**src/rtl/tcu_pkg.sv**
```systemverilog
package tcu_pkg;
  typedef enum logic [1:0] {
    SEL_COUNT   = 2'd0,
    SEL_COMPARE = 2'd1,
    SEL_CAUSE   = 2'd2,
    SEL_NONE    = 2'd3
  } reg_sel_e;
endpackage

```
**src/rtl/tcu_half_rate_counter.sv**
```systemverilog
module tcu_half_rate_counter #(
  parameter int W = 32
) (
  input  logic         clk,
  input  logic         rst_n,
  input  logic         load,
  input  logic [W-1:0] load_val,
  output logic [W-1:0] count_o,
  output logic [W-1:0] next_o,
  output logic         changing_o
);
  logic         phase_q;
  logic [W-1:0] cnt_q;

  always_comb begin
    changing_o = load | phase_q;
    next_o     = load ? load_val : cnt_q + W'(1);
  end

  always_ff @(posedge clk) begin
    if (!rst_n) begin
      cnt_q   <= '0;
      phase_q <= 1'b0;
    end else begin
      phase_q <= load ? 1'b0 : ~phase_q;
      if (changing_o) cnt_q <= next_o;
    end
  end

  assign count_o = cnt_q;


  load_takes_chk: assert property (@(posedge clk) disable iff (!rst_n)
    load |=> (cnt_q == $past(load_val)) && !phase_q);

  hold_phase_chk: assert property (@(posedge clk) disable iff (!rst_n)
    (!load && !phase_q) |=> $stable(cnt_q));

  step_phase_chk: assert property (@(posedge clk) disable iff (!rst_n)
    (!load && phase_q) |=> (cnt_q == $past(cnt_q) + W'(1)));
endmodule

```
**src/rtl/tcu_compare_match.sv**
```systemverilog
module tcu_compare_match #(
  parameter int W = 32
) (
  input  logic         clk,
  input  logic         rst_n,
  input  logic         cmp_wr,
  input  logic [W-1:0] cmp_val,
  input  logic         cnt_changing,
  input  logic [W-1:0] cnt_next,
  output logic [W-1:0] compare_o,
  output logic         pend_o
);
  logic [W-1:0] cmp_q;
  logic         pend_q;
  logic         hit;

  assign hit = cnt_changing && (cnt_next == cmp_q);

  always_ff @(posedge clk) begin
    if (!rst_n) begin
      cmp_q  <= '0;
      pend_q <= 1'b0;
    end else begin
      if (cmp_wr) cmp_q <= cmp_val;
      if (cmp_wr)   pend_q <= 1'b0;
      else if (hit) pend_q <= 1'b1;
    end
  end

  assign compare_o = cmp_q;
  assign pend_o    = pend_q;


  cmp_clears_chk: assert property (@(posedge clk) disable iff (!rst_n)
    cmp_wr |=> !pend_q);

  pend_sticky_chk: assert property (@(posedge clk) disable iff (!rst_n)
    (pend_q && !cmp_wr) |=> pend_q);

  cmp_loads_chk: assert property (@(posedge clk) disable iff (!rst_n)
    cmp_wr |=> (cmp_q == $past(cmp_val)));
endmodule

```
**src/rtl/tcu_cause_ip.sv**
```systemverilog
module tcu_cause_ip #(
  parameter int SW_N = 2,
  parameter int HW_N = 5,
  localparam int IP_N = SW_N + HW_N + 1
) (
  input  logic            clk,
  input  logic            rst_n,
  input  logic            cause_wr,
  input  logic [SW_N-1:0] sw_set,
  input  logic [HW_N-1:0] hw_irq,
  input  logic            timer_pend,
  output logic [IP_N-1:0] ip_o
);
  logic [SW_N-1:0] sw_q;

  always_ff @(posedge clk) begin
    if (!rst_n)        sw_q <= '0;
    else if (cause_wr) sw_q <= sw_q | sw_set;
  end

  assign ip_o = {timer_pend, hw_irq, sw_q};


  sw_never_drops_chk: assert property (@(posedge clk) disable iff (!rst_n)
    1'b1 |=> ((sw_q & $past(sw_q)) == $past(sw_q)));

  sw_set_lands_chk: assert property (@(posedge clk) disable iff (!rst_n)
    cause_wr |=> ((sw_q & $past(sw_set)) == $past(sw_set)));

  sw_quiet_chk: assert property (@(posedge clk) disable iff (!rst_n)
    !cause_wr |=> $stable(sw_q));
endmodule

```
**src/rtl/tick_compare_unit.sv**
```systemverilog
module tick_compare_unit #(
  parameter int W      = 32,
  parameter int SW_N   = 2,
  parameter int HW_N   = 5,
  parameter int IP_LSB = 8,
  localparam int IP_N  = SW_N + HW_N + 1
) (
  input  logic            clk,
  input  logic            rst_n,
  input  logic            wr_en,
  input  logic [1:0]      wr_sel,
  input  logic [W-1:0]    wr_data,
  input  logic [1:0]      rd_sel,
  output logic [W-1:0]    rd_data,
  input  logic [HW_N-1:0] hw_irq,
  output logic [IP_N-1:0] ip_o
);
  import tcu_pkg::*;

  reg_sel_e wsel, rsel;
  logic     wr_count, wr_cmp, wr_cause;
  logic [W-1:0] count_v, next_v, compare_v;
  logic     changing, timer_pend;

  assign wsel     = reg_sel_e'(wr_sel);
  assign rsel     = reg_sel_e'(rd_sel);
  assign wr_count = wr_en && (wsel == SEL_COUNT);
  assign wr_cmp   = wr_en && (wsel == SEL_COMPARE);
  assign wr_cause = wr_en && (wsel == SEL_CAUSE);

  tcu_half_rate_counter #(.W(W)) cnt_u (
    .clk(clk), .rst_n(rst_n), .load(wr_count), .load_val(wr_data),
    .count_o(count_v), .next_o(next_v), .changing_o(changing));

  tcu_compare_match #(.W(W)) cmp_u (
    .clk(clk), .rst_n(rst_n), .cmp_wr(wr_cmp), .cmp_val(wr_data),
    .cnt_changing(changing), .cnt_next(next_v),
    .compare_o(compare_v), .pend_o(timer_pend));

  tcu_cause_ip #(.SW_N(SW_N), .HW_N(HW_N)) cause_u (
    .clk(clk), .rst_n(rst_n), .cause_wr(wr_cause),
    .sw_set(wr_data[IP_LSB +: SW_N]), .hw_irq(hw_irq),
    .timer_pend(timer_pend), .ip_o(ip_o));

  always_comb begin
    rd_data = '0;
    case (rsel)
      SEL_COUNT:   rd_data = count_v;
      SEL_COMPARE: rd_data = compare_v;
      SEL_CAUSE:   rd_data[IP_LSB +: IP_N] = ip_o;
      default:     rd_data = '0;
    endcase
  end


  hw_follow_chk: assert property (@(posedge clk) disable iff (!rst_n)
    1'b1 |-> (ip_o[SW_N +: HW_N] == hw_irq));
endmodule

```
**config.mk**
```make
export PLATFORM = sky130hd
export DESIGN_NAME = tick_compare_unit
export DESIGN_NICKNAME = d
export VERILOG_FILES = /design/src/rtl/tcu_pkg.sv /design/src/rtl/tcu_half_rate_counter.sv /design/src/rtl/tcu_compare_match.sv /design/src/rtl/tcu_cause_ip.sv /design/src/rtl/tick_compare_unit.sv
export SDC_FILE = /design/constraint.sdc
export NUM_CORES = 1
export LEC_CHECK = 0
export CELL_PAD_IN_SITES_DETAIL_PLACEMENT = 0
export CELL_PAD_IN_SITES_GLOBAL_PLACEMENT = 1
export CORE_MARGIN = 2
export CORE_UTILIZATION = 40
export DETAILED_ROUTE_END_ITERATION = 10
export PLACE_DENSITY_LB_ADDON = 0.1
export SLEW_MARGIN = 20
export SYNTH_ARGS = -nofsm -noshare
export SYNTH_HDL_FRONTEND = slang
export SYNTH_SLANG_ARGS = --single-unit
```
**constraint.sdc**
```tcl
create_clock -name clk -period 3.3 [get_ports clk]
set_clock_uncertainty 0.05 [all_clocks]
set_input_delay 0.66 -clock clk [delete_from_list [all_inputs] [get_ports clk]]
set_output_delay 0.66 -clock clk [all_outputs]
set_load 0.05 [all_outputs]
```
# ---- After elaboration in Yosys (flattened, before gate mapping)
# Index checks and enable logic that the tools add are counted.
dict set report op_classes {
  reduce_logical 8
  mux 4
  add_sub_neg 1
  n_eq_ne 5
  n_bitwise 4
}
# operator n
set op_table {}
lappend op_table {{$add A32 B1 Y32 const B} 1}
lappend op_table {{$eq A32 B32 Y1} 1}
lappend op_table {{$mux W32} 1}
lappend op_table {{$pmux W16 S2} 1}
lappend op_table {{$pmux W8 S3} 1}
lappend op_table {{$pmux W8 S2} 1}
lappend op_table {{$eq A2 B1 Y1 const B} 2}
lappend op_table {{$eq A2 B2 Y1 const B} 2}
lappend op_table {{$logic_and A1 B1 Y1} 4}
lappend op_table {{$logic_not A2 Y1} 2}
lappend op_table {{$reduce_or A2 Y1} 2}
lappend op_table {{$not A1 Y1} 2}
lappend op_table {{$or A2 B2 Y2} 1}
lappend op_table {{$or A1 B1 Y1} 1}
dict set report word_totals {
  output_inout_bits 40
  regBits 68
  elab_cells 27
}

# ---- Logic depth before layout (Yosys ltp)
# Gate-level depths: netlist of run 1.
dict set report depth {
  word_depth 5
  mapped_depth 10
  mapped_depth_nobuf 9
}

# ---- By module
# A second synthesis of run 1 with hierarchy kept.
dict set report unflattened {
  cells_unflattened 634
  hier_area_um2 5096.1
}
# mod area_each_um2 cells_each instances
set modules_own_cells {}
lappend modules_own_cells {tcu_half_rate_counter 2806.4 396 1}
lappend modules_own_cells {tcu_compare_match 1599.0 149 1}
lappend modules_own_cells {tick_compare_unit 583.1 77 1}
lappend modules_own_cells {tcu_cause_ip 107.6 12 1}

# ---- Worst setup path before layout of run 1
# No wires, ideal clock.
dict set report synth_path {
  path_kind {input port to output port}
  start {in rd_sel[0]}
  end {out rd_data[10]}
  path_buffers 2
  stages 4
  path_slack_ps 9
  arrival_time_ps 2581
  path_cell_list {clkbuf_1 > buf_1 > mux2i_1 > o21ai_0}
}
dict set report synth_between {
  elab_chain_cells 2
  elab_cells_between_ends 4
}
# item line
set synth_lines {}
lappend synth_lines {{start: declaration} tick_compare_unit.sv:13} ;# input logic [1:0] rd_sel,
lappend synth_lines {{$eq A2 B2 Y1, or another cell as far along} tick_compare_unit.sv:47} ;# case (rsel)
lappend synth_lines {{$pmux W8 S3 (*)} tick_compare_unit.sv:47}
lappend synth_lines {{end: declaration} tick_compare_unit.sv:14} ;# output logic [W-1:0] rd_data,
# Every way passes the cells marked *; elsewhere a longest branch is shown, timed or not.

# ---- Final worst setup path of run 1
dict set report layout_path {
  start {in wr_en}
  end {reg cmp_u.pend_q, in the netlist cmp_u.pend_o}
}
dict set report layout_between {
  elab_chain_cells 4
  elab_cells_between_ends 7
}
# item line
set layout_lines {}
lappend layout_lines {{start: declaration} tick_compare_unit.sv:10} ;# input logic wr_en,
lappend layout_lines {{$logic_and A1 B1 Y1} tick_compare_unit.sv:27} ;# assign wr_count = wr_en && (wsel == SEL_COUNT);
lappend layout_lines {{$mux W32} tcu_half_rate_counter.sv:17} ;# next_o = load ? load_val : cnt_q + W'(1);
lappend layout_lines {{$eq A32 B32 Y1} tcu_compare_match.sv:17} ;# assign hit = cnt_changing && (cnt_next == cmp_q);
lappend layout_lines {{$logic_and A1 B1 Y1} tcu_compare_match.sv:17}
lappend layout_lines {{end signal: assignment} tcu_compare_match.sv:22} ;# pend_q <= 1'b0;
lappend layout_lines {{end signal: assignment} tcu_compare_match.sv:25} ;# if (cmp_wr) pend_q <= 1'b0;
lappend layout_lines {{end signal: assignment} tcu_compare_match.sv:26} ;# else if (hit) pend_q <= 1'b1;
lappend layout_lines {{end: declaration} tcu_compare_match.sv:14} ;# logic pend_q;
# Parallel ways exist; a longest one is shown, timed or not.
# A chain may end at the register's enable or synchronous reset.

==> results by group, run 1 <==
Outcome
  • Status: finished, final reports clean

Setup path
  • CP peak stage delay: 0.42 ns
  • Critical path required time: 3.53 ns
  • Critical path endpoint category: flip-flop
  • Crit-path max FO: 27
  • Slowest stage cell, crit path: clkdlybuf4s50_1
  • Worst setup SP type: input pin
  • Cell Chain, Critical Path: clkdlybuf4s50_1, or3b_2, buf_4, o21ai_0, a311oi_1, a41oi_1, a211oi_1, o2111ai_1, or4_1, o21ai_1
  • FF-to-FF End: cmp_u.pend_o
  • Cell depth of the worst flop-to-flop path: 8
  • FF-to-FF setup slack: 0.42 ns
  • Arrival time at the worst endpoint: 3.21 ns
  • Reg-to-Reg Start: cnt_u.count_o[12]
  • Setup CP Type: input pin to flip-flop

Timing
  • Tightest Pin Transition: 0.719 ns
  • Period minus WS final: 2.98 ns
  • RSZ-0062 raised after global routing: false
  • Final hold vios: 0
  • Crit share post-route: 90.4%
  • Final setup vio count: 0
  • Worst rel slew slack: 51.5%
  • Fmax: 335 MHz
  • Fin. max-slew vios: 0

Final layout
  • Layout cells sized above 1: 12.9%
  • Reg area: 1360 µm²
  • Fin cells: 924
  • Number of antenna cells inserted: 0
  • Finished Cell Area: 6710 µm²
  • Fillers: 1279
  • Finished Core Util: 52.7%
  • Area Growth Syn to Fin: 27.5%
  • Fin nets: 794
  • Area of the multi-input gates: 3430 µm²

Die
  • Ports: 84
  • DIE AREA: 14100 µm²
  • Initial core utilization: 41.4%
  • Number of core rows: 41
  • Die span in x: 119 µm
  • Total core area: 12700 µm²
  • Die Y: 119 µm

Route
  • Vias/cell: 5.66
  • DRT iter0 DRCs: 342
  • Final wirelength: 18500 µm
  • Pre-antenna DRT Iters: 6
  • DR vias: 5233
  • Remaining antenna violation count: 0
  • DRC Markers: 0
  • Drt wl/cell: 20.0 µm

Logic synthesis
  • Syn nets: 739
  • Syn Inst Count: 694
  • Post-synth EDFFs: 0
  • Ys Warns: 0
  • Ys async rst share: 0%
  • Mapped Avg Cell Area: 7.58 µm²
  • #FFs+latches synth: 68
  • Primary FF master, synth: dfxtp_1
  • Sequential cell area fraction in the yosys report: 25.9%
  • Synth Cell Area: 5260 µm²
  • Netlist cell types: 69

Power
  • Static Leak: 2.45 nW
  • Maximum vdd drop: 265 µV
  • P per Cell Area: 352 nW/µm²
  • Total power: 0.00237 W

Global routing
  • First-pass GRT wire length: 28900 µm
  • Total global-route track usage: 26.5%
  • Initial antenna violation count: 0
  • Vias in the first global route: 5037
  • Pin count of the biggest net entering global routing: 34
  • GR Overflow Total: 0

Worst hold path
  • Hold depth: 2
  • Worst Hold Class: flip-flop to flip-flop
  • Hold_sp: cmp_u.compare_o[0]
  • WHS Endpoint: cmp_u.compare_o[0]

Run
  • Max_cap viols: 0

CTS
  • Clock root buffer: clkbuf_16
  • Clock Latency Late Sink: 0.34 ns
  • CTS Buffer Depth: 2
  • TritonCTS clock tree: yes
  • Post-CTS sizing: 0
  • Clk sinks: 68
  • # H-tree levels: 3
  • Postcts setup bufs: 0
  • Clk pin slew, worst setup/hold paths: 0.06 ns
  • Cts bufs inserted: 9
  • CTS Hold Buffers Added: 0

Placed design
  • Detail Placement HPWL: 13800 µm
  • I/O Buffers: 83
  • Placed insts: 910
  • Placed Area: 6450 µm²
  • Placer Congestion: 0.951
[final cells by class]
cell class                 count  share of cell area, %
timing repair buffer         112                   20.7
sequential                    68                   20.3
clock inverter                 3                  0.224
clock buffer                  11                   3.62
tap                          172                   3.21
inverter                      15                  0.839
multi-input combinational    543                   51.1
[metrics by stage]
stage / setup slack (ns) / setup TNS (ns) / hold WS [ns]
2_1_floorplan: 0.00904 / 0 / 0.400
3_3_place_gp: 0.00615 / 0 / 0.427
3_5_place_dp: -0.0244 / -0.0244 / 0.432
4_1_cts: 0.324 / 0 / 0.441
5_1_grt: 0.0490 / 0 / 0.459
6_report: 0.316 / 0 / 0.441
[power breakdown]
part	switching, W	internal [W]	leakage [nW]
registers	0.0000759	0.000859	0.555
clock network	0.000369	0.000517	0.131
logic	0.000300	0.000245	1.76
[Yosys cell counts (all sizes together), types with 2 or more instances]
master	instances	area share, %
a31oi	6	0.71
nand2b	4	0.48
nor2	78	5.6
and2	5	0.59
nor2b	5	0.59
nand3	22	2.3
a41oi	2	0.33
and4	7	1.2
a21oi	42	4.1
o21ai	17	1.6
xor2	32	5.3
a311oi	3	0.50
a22oi	2	0.29
o211ai	3	0.43
nor3b	2	0.50
a32oi	3	0.50
and3	8	0.98
a211o	2	0.36
o22ai	6	0.71
nand2	97	7.1
nor3	14	1.6
dfxtp	68	26
buf	26	3.2
xnor2	50	8.3
or3b	3	0.50
and3b	2	0.36
a221o	2	0.38
mux2i	36	6.8
o2bb2ai	2	0.33
clkbuf	42	4.7
a211oi	37	5.3
nand4	24	3.2
inv	15	1.1
nor4	10	1.5
[how the worst max path moves through the flow]
stage	cells past startpoint	start	to
global placement	10	wr_en	cmp_u.pend_o
finish	10	wr_en	cmp_u.pend_o
detailed placement	10	wr_sel[1]	cmp_u.pend_o
CTS	10	wr_en	cmp_u.pend_o
global route	8	wr_en	cmp_u.pend_o
floorplan	4	rd_sel[0]	rd_data[10]
[cell families after synthesis]
group | after synthesis | synth area share [%]
fa+ha+maj | 1 | 0.238
compound gates | 138 | 17.3
xor+xnor | 82 | 13.7
flops | 68 | 25.9
buf+inv | 83 | 8.97
simple gates | 286 | 27.1
mux | 36 | 6.85
[layout by cell type (no fill, tap or decap), drive strengths merged, types with 7 or more instances in the layout]
master	instances
a211oi	37
a21oi	42
and3	8
and4	7
buf	62
clkbuf	11
clkdlybuf4s50	50
dfxtp	68
inv	15
mux2i	36
nand2	97
nand3	22
nand4	24
nor2	78
nor3	14
nor4	10
o21ai	17
xnor2	50
xor2	32
[routing by layer]
metal,share of wire [%],up-vias,global-route usage (%)
met2,49,140,45.0
met3,5.3,20,7.00
met5,0,-,0
li1,-,2543,-
met4,1.7,0,7.44
met1,44,2530,33.0
[sequential cells by signal (all words and copies together), names as in the netlist]
signal,flops
cause_u.sw_q,2
cmp_u.compare_o,32
cmp_u.pend_o,1
cnt_u.count_o,32
cnt_u.phase_q,1
[critical path: cells and delay by family]
family	cells	cell delay, ns
AO/OA/AOI/OAI	6	0.97
buffers and inverters	2	0.78
AND/OR/NAND/NOR	2	0.79
(Power assumes the default switching activity.)
==> run 2, diff against run 1 <==
--- a/config.mk
+++ b/config.mk
@@ -11,6 +11,7 @@
 export CORE_UTILIZATION = 40
 export DETAILED_ROUTE_END_ITERATION = 10
 export PLACE_DENSITY_LB_ADDON = 0.1
+export SETUP_SLACK_MARGIN = 0.2
 export SLEW_MARGIN = 20
 export SYNTH_ARGS = -nofsm -noshare
 export SYNTH_HDL_FRONTEND = slang
==> constraint.sdc (replaced) <==
create_clock -name clk -period 3.36 [get_ports clk]
set_clock_uncertainty 0.05 [all_clocks]
set_input_delay 0.672 -clock clk [delete_from_list [all_inputs] [get_ports clk]]
set_output_delay 0.672 -clock clk [all_outputs]
set_load 0.05 [all_outputs]
==> run 2 against run 1 <==
Compared with the run above:
- clock power rose by 36%
- combinational power is 3.9% lower
- core utilization is 0.57 points higher
- register-to-register slack worse by 0.02 ns
- critical path depth unchanged
- via count increased by 0.78%
- count of clock-buffer cells in the layout decreased by 1
- sequential power down 2%
- largest cell class unchanged
- highest routed layer unchanged
==> results by group, run 2 (same netlist as run 1, synthesis figures left out) <==
CTS
  • CTS Hold Buffers Added: 0 (unchanged)
  • # H-tree levels: 3 (unchanged)
  • Clock Latency Late Sink: 0.35 ns (was 0.34 ns)
  • CTS Buffer Depth: 2 (unchanged)
  • Cts bufs inserted: 9 (unchanged)
  • Clk pin slew, worst setup/hold paths: 0.06 ns (about the same)
  • Clock root buffer: clkbuf_16 (unchanged)
  • Clk sinks: 68 (unchanged)
  • TritonCTS clock tree: yes (unchanged)

Final layout
  • Finished Core Util: 53.3% (was 52.7%)
  • Number of antenna cells inserted: 0 (unchanged)
  • Most frequent cells in the layout: 96 x nand2_1, 77 x nor2_1, 68 x dfxtp_1 (unchanged)
  • Most common cell after layout, fill and taps aside: nand2_1 (unchanged)
  • Fin nets: 791 (was 794)
  • Layout cells sized above 1: 12.9% (about the same)
  • Area Growth Syn to Fin: 28.9% (was 27.5%)
  • Finished Cell Area: 6780 µm² (was 6710 µm²)

Global routing
  • First-pass GRT wire length: 28100 µm (was 28900 µm)
  • Initial antenna violation count: 0 (unchanged)
  • GR Overflow Total: 0 (unchanged)
  • Vias in the first global route: 5086 (was 5037)
  • Total global-route track usage: 25.3% (was 26.5%)
  • Pin count of the biggest net entering global routing: 34 (unchanged)

Timing
  • Fmax: 338 MHz
  • Fin. max-slew vios: 0 (unchanged)
  • RSZ-0062 raised after global routing: false (unchanged)
  • Worst rel slew slack: 42.6% (was 51.5%)
  • Crit share post-route: 88.1%
  • Final hold vios: 0 (unchanged)
  • Post-route setup TNS: 0 ns (unchanged)
  • Period minus WS final: 2.96 ns
  • Tightest Pin Transition: 0.851 ns (was 0.719 ns)
  • Final setup vio count: 0 (unchanged)

Power
  • Maximum vdd drop: 279 µV (was 265 µV)
  • Clock power share: 45.4% (was 37.4%)
  • Internal power: 0.00190 W (was 0.00162 W)
  • P per Cell Area: 389 nW/µm² (was 352 nW/µm²)
  • Static Leak: 2.47 nW (was 2.45 nW)
  • Total power: 0.00264 W (was 0.00237 W)
  • Gate power share: 19.8% (was 23.1%)
  • NetSw: 0.000742 W (was 0.000745 W)
  • Flop pwr share: 34.8% (was 39.5%)
  • Switching fraction of total power: 28.1% (was 31.5%)

Placed design
  • Placer Congestion: 0.988 (was 0.951)
  • Placed Area: 6390 µm² (was 6450 µm²)
  • I/O Buffers: 83 (unchanged)
  • Detail Placement HPWL: 13000 µm (was 13800 µm)

Route
  • Drt wl/cell: 19.0 µm (was 20.0 µm)
  • DRC Markers: 0 (unchanged)
  • Vias/cell: 5.71 (was 5.66)
  • Final wirelength: 17500 µm (was 18500 µm)
  • DR vias: 5274 (was 5233)
  • DRT iter0 DRCs: 428 (was 342)
  • Remaining antenna violation count: 0 (unchanged)
  • Pre-antenna DRT Iters: 5 (was 6)

Setup path
  • Crit. Startpoint: cnt_u.count_o[0] (was wr_en)
  • Cell depth of the worst flop-to-flop path: 10 (was 8)
  • Setup CP Type: flip-flop to flip-flop (was input pin to flip-flop)
  • FF-to-FF setup slack: 0.40 ns (was 0.42 ns)
  • Reg-to-Reg Start: cnt_u.count_o[0] (was cnt_u.count_o[12])
  • FF-to-FF End: cmp_u.pend_o (unchanged)
  • Crit-path max FO: 9 (was 27)
  • Critical path required time: 3.59 ns (was 3.53 ns)
  • Worst setup SP type: flip-flop (was input pin)
  • Crit path to: cmp_u.pend_o (unchanged)
  • Arrival time at the worst endpoint: 3.19 ns (was 3.21 ns)
  • Critical path endpoint category: flip-flop (unchanged)

Die
  • Die Y: 119 µm (unchanged)
  • Die span in x: 119 µm (unchanged)
  • Total core area: 12700 µm² (unchanged)
  • Ports: 84 (unchanged)
  • DIE AREA: 14100 µm² (unchanged)
  • Initial core utilization: 41.4% (unchanged)
  • Number of core rows: 41 (unchanged)

Worst hold path
  • Worst Hold Class: flip-flop to flip-flop (unchanged)

Outcome
  • Status: finished, final reports clean (unchanged)

Run
  • Max_cap viols: 0 (unchanged)
run 2: cell types whose count changed in the layout (fill, tap and decap cells not counted):
cell / change
or3b_2: -1
clkbuf_1: -1
o21ai_1: +6
bufinv_16: +4
clkinvlp_4: +2
o21ai_0: -6
a2111oi_0: -1
buf_12: -2
clkinv_2: -3
buf_4: -1
a2111oi_1: +1
or3b_4: +1
run 2: area by class of cell:
cell class,instances,area [µm²]
clock buffers,10,239
clock inverters,6,135
repair buffers,109,1340
inverters,15,56.3
flip-flops and latches,68,1360
fillers,1266,5940
well taps,172,215
multi-input cells,543,3430
run 2: repair_timing:
| item | CTS | global route |
|---|---|---|
| setup buffers | 0 | 2 |
| setup endpoints to repair | 0 | 1 |
| hold endpoints to repair | 0 | 0 |
| resized for setup | 0 | 2 |
run 2: stage by stage:
stage	std cells	hold slack [ns]	setup WS [ns]
floorplan	694	0.400	0.417
global placement	905	0.429	0.0441
detailed placement	905	0.437	-0.0475
CTS	921	0.449	0.322
global route	923	0.475	0.229
finish	923	0.451	0.398
run 2: worst min-delay path by stage:
stage / startpoint / endpoint / slack, ns / cells past startpoint
after global placement: cmp_u.compare_o[0] / cmp_u.compare_o[0] / 0.43 / 2
after global routing: cmp_u.compare_o[0] / cmp_u.compare_o[0] / 0.48 / 2
after floorplan: cmp_u.pend_o / cmp_u.pend_o / 0.40 / 2
after detailed placement: cmp_u.compare_o[0] / cmp_u.compare_o[0] / 0.44 / 2
final: cmp_u.compare_o[0] / cmp_u.compare_o[0] / 0.45 / 2
after CTS: cmp_u.compare_o[0] / cmp_u.compare_o[0] / 0.45 / 2
run 2: routing by layer:
layer  GRT usage [%]  routed length, µm
met1            32.4               7730
met5               0                  0
met2            41.8               8360
met4            8.48                520
met3            5.60                904
run 2: power by group through the flow:
stage                     clock (W)  sequential, W  combinational [W]
after detailed placement          0       0.000934           0.000518
after floorplan                   0       0.000890           0.000347
after CTS                   0.00122       0.000917           0.000520
after global placement            0       0.000933           0.000513
after global routing        0.00125       0.000925           0.000560
final                       0.00120       0.000919           0.000524
run 2: worst max-delay path, cell delays in order (launching register included):
cell,delay [ns]
dfxtp_1,0.48
ha_1,0.34
nand3_4,0.18
nor4_1,0.36
buf_4,0.21
a211oi_1,0.11
a211oi_1,0.30
nand4_1,0.21
o41ai_1,0.39
a32oi_1,0.12
o21ai_1,0.14
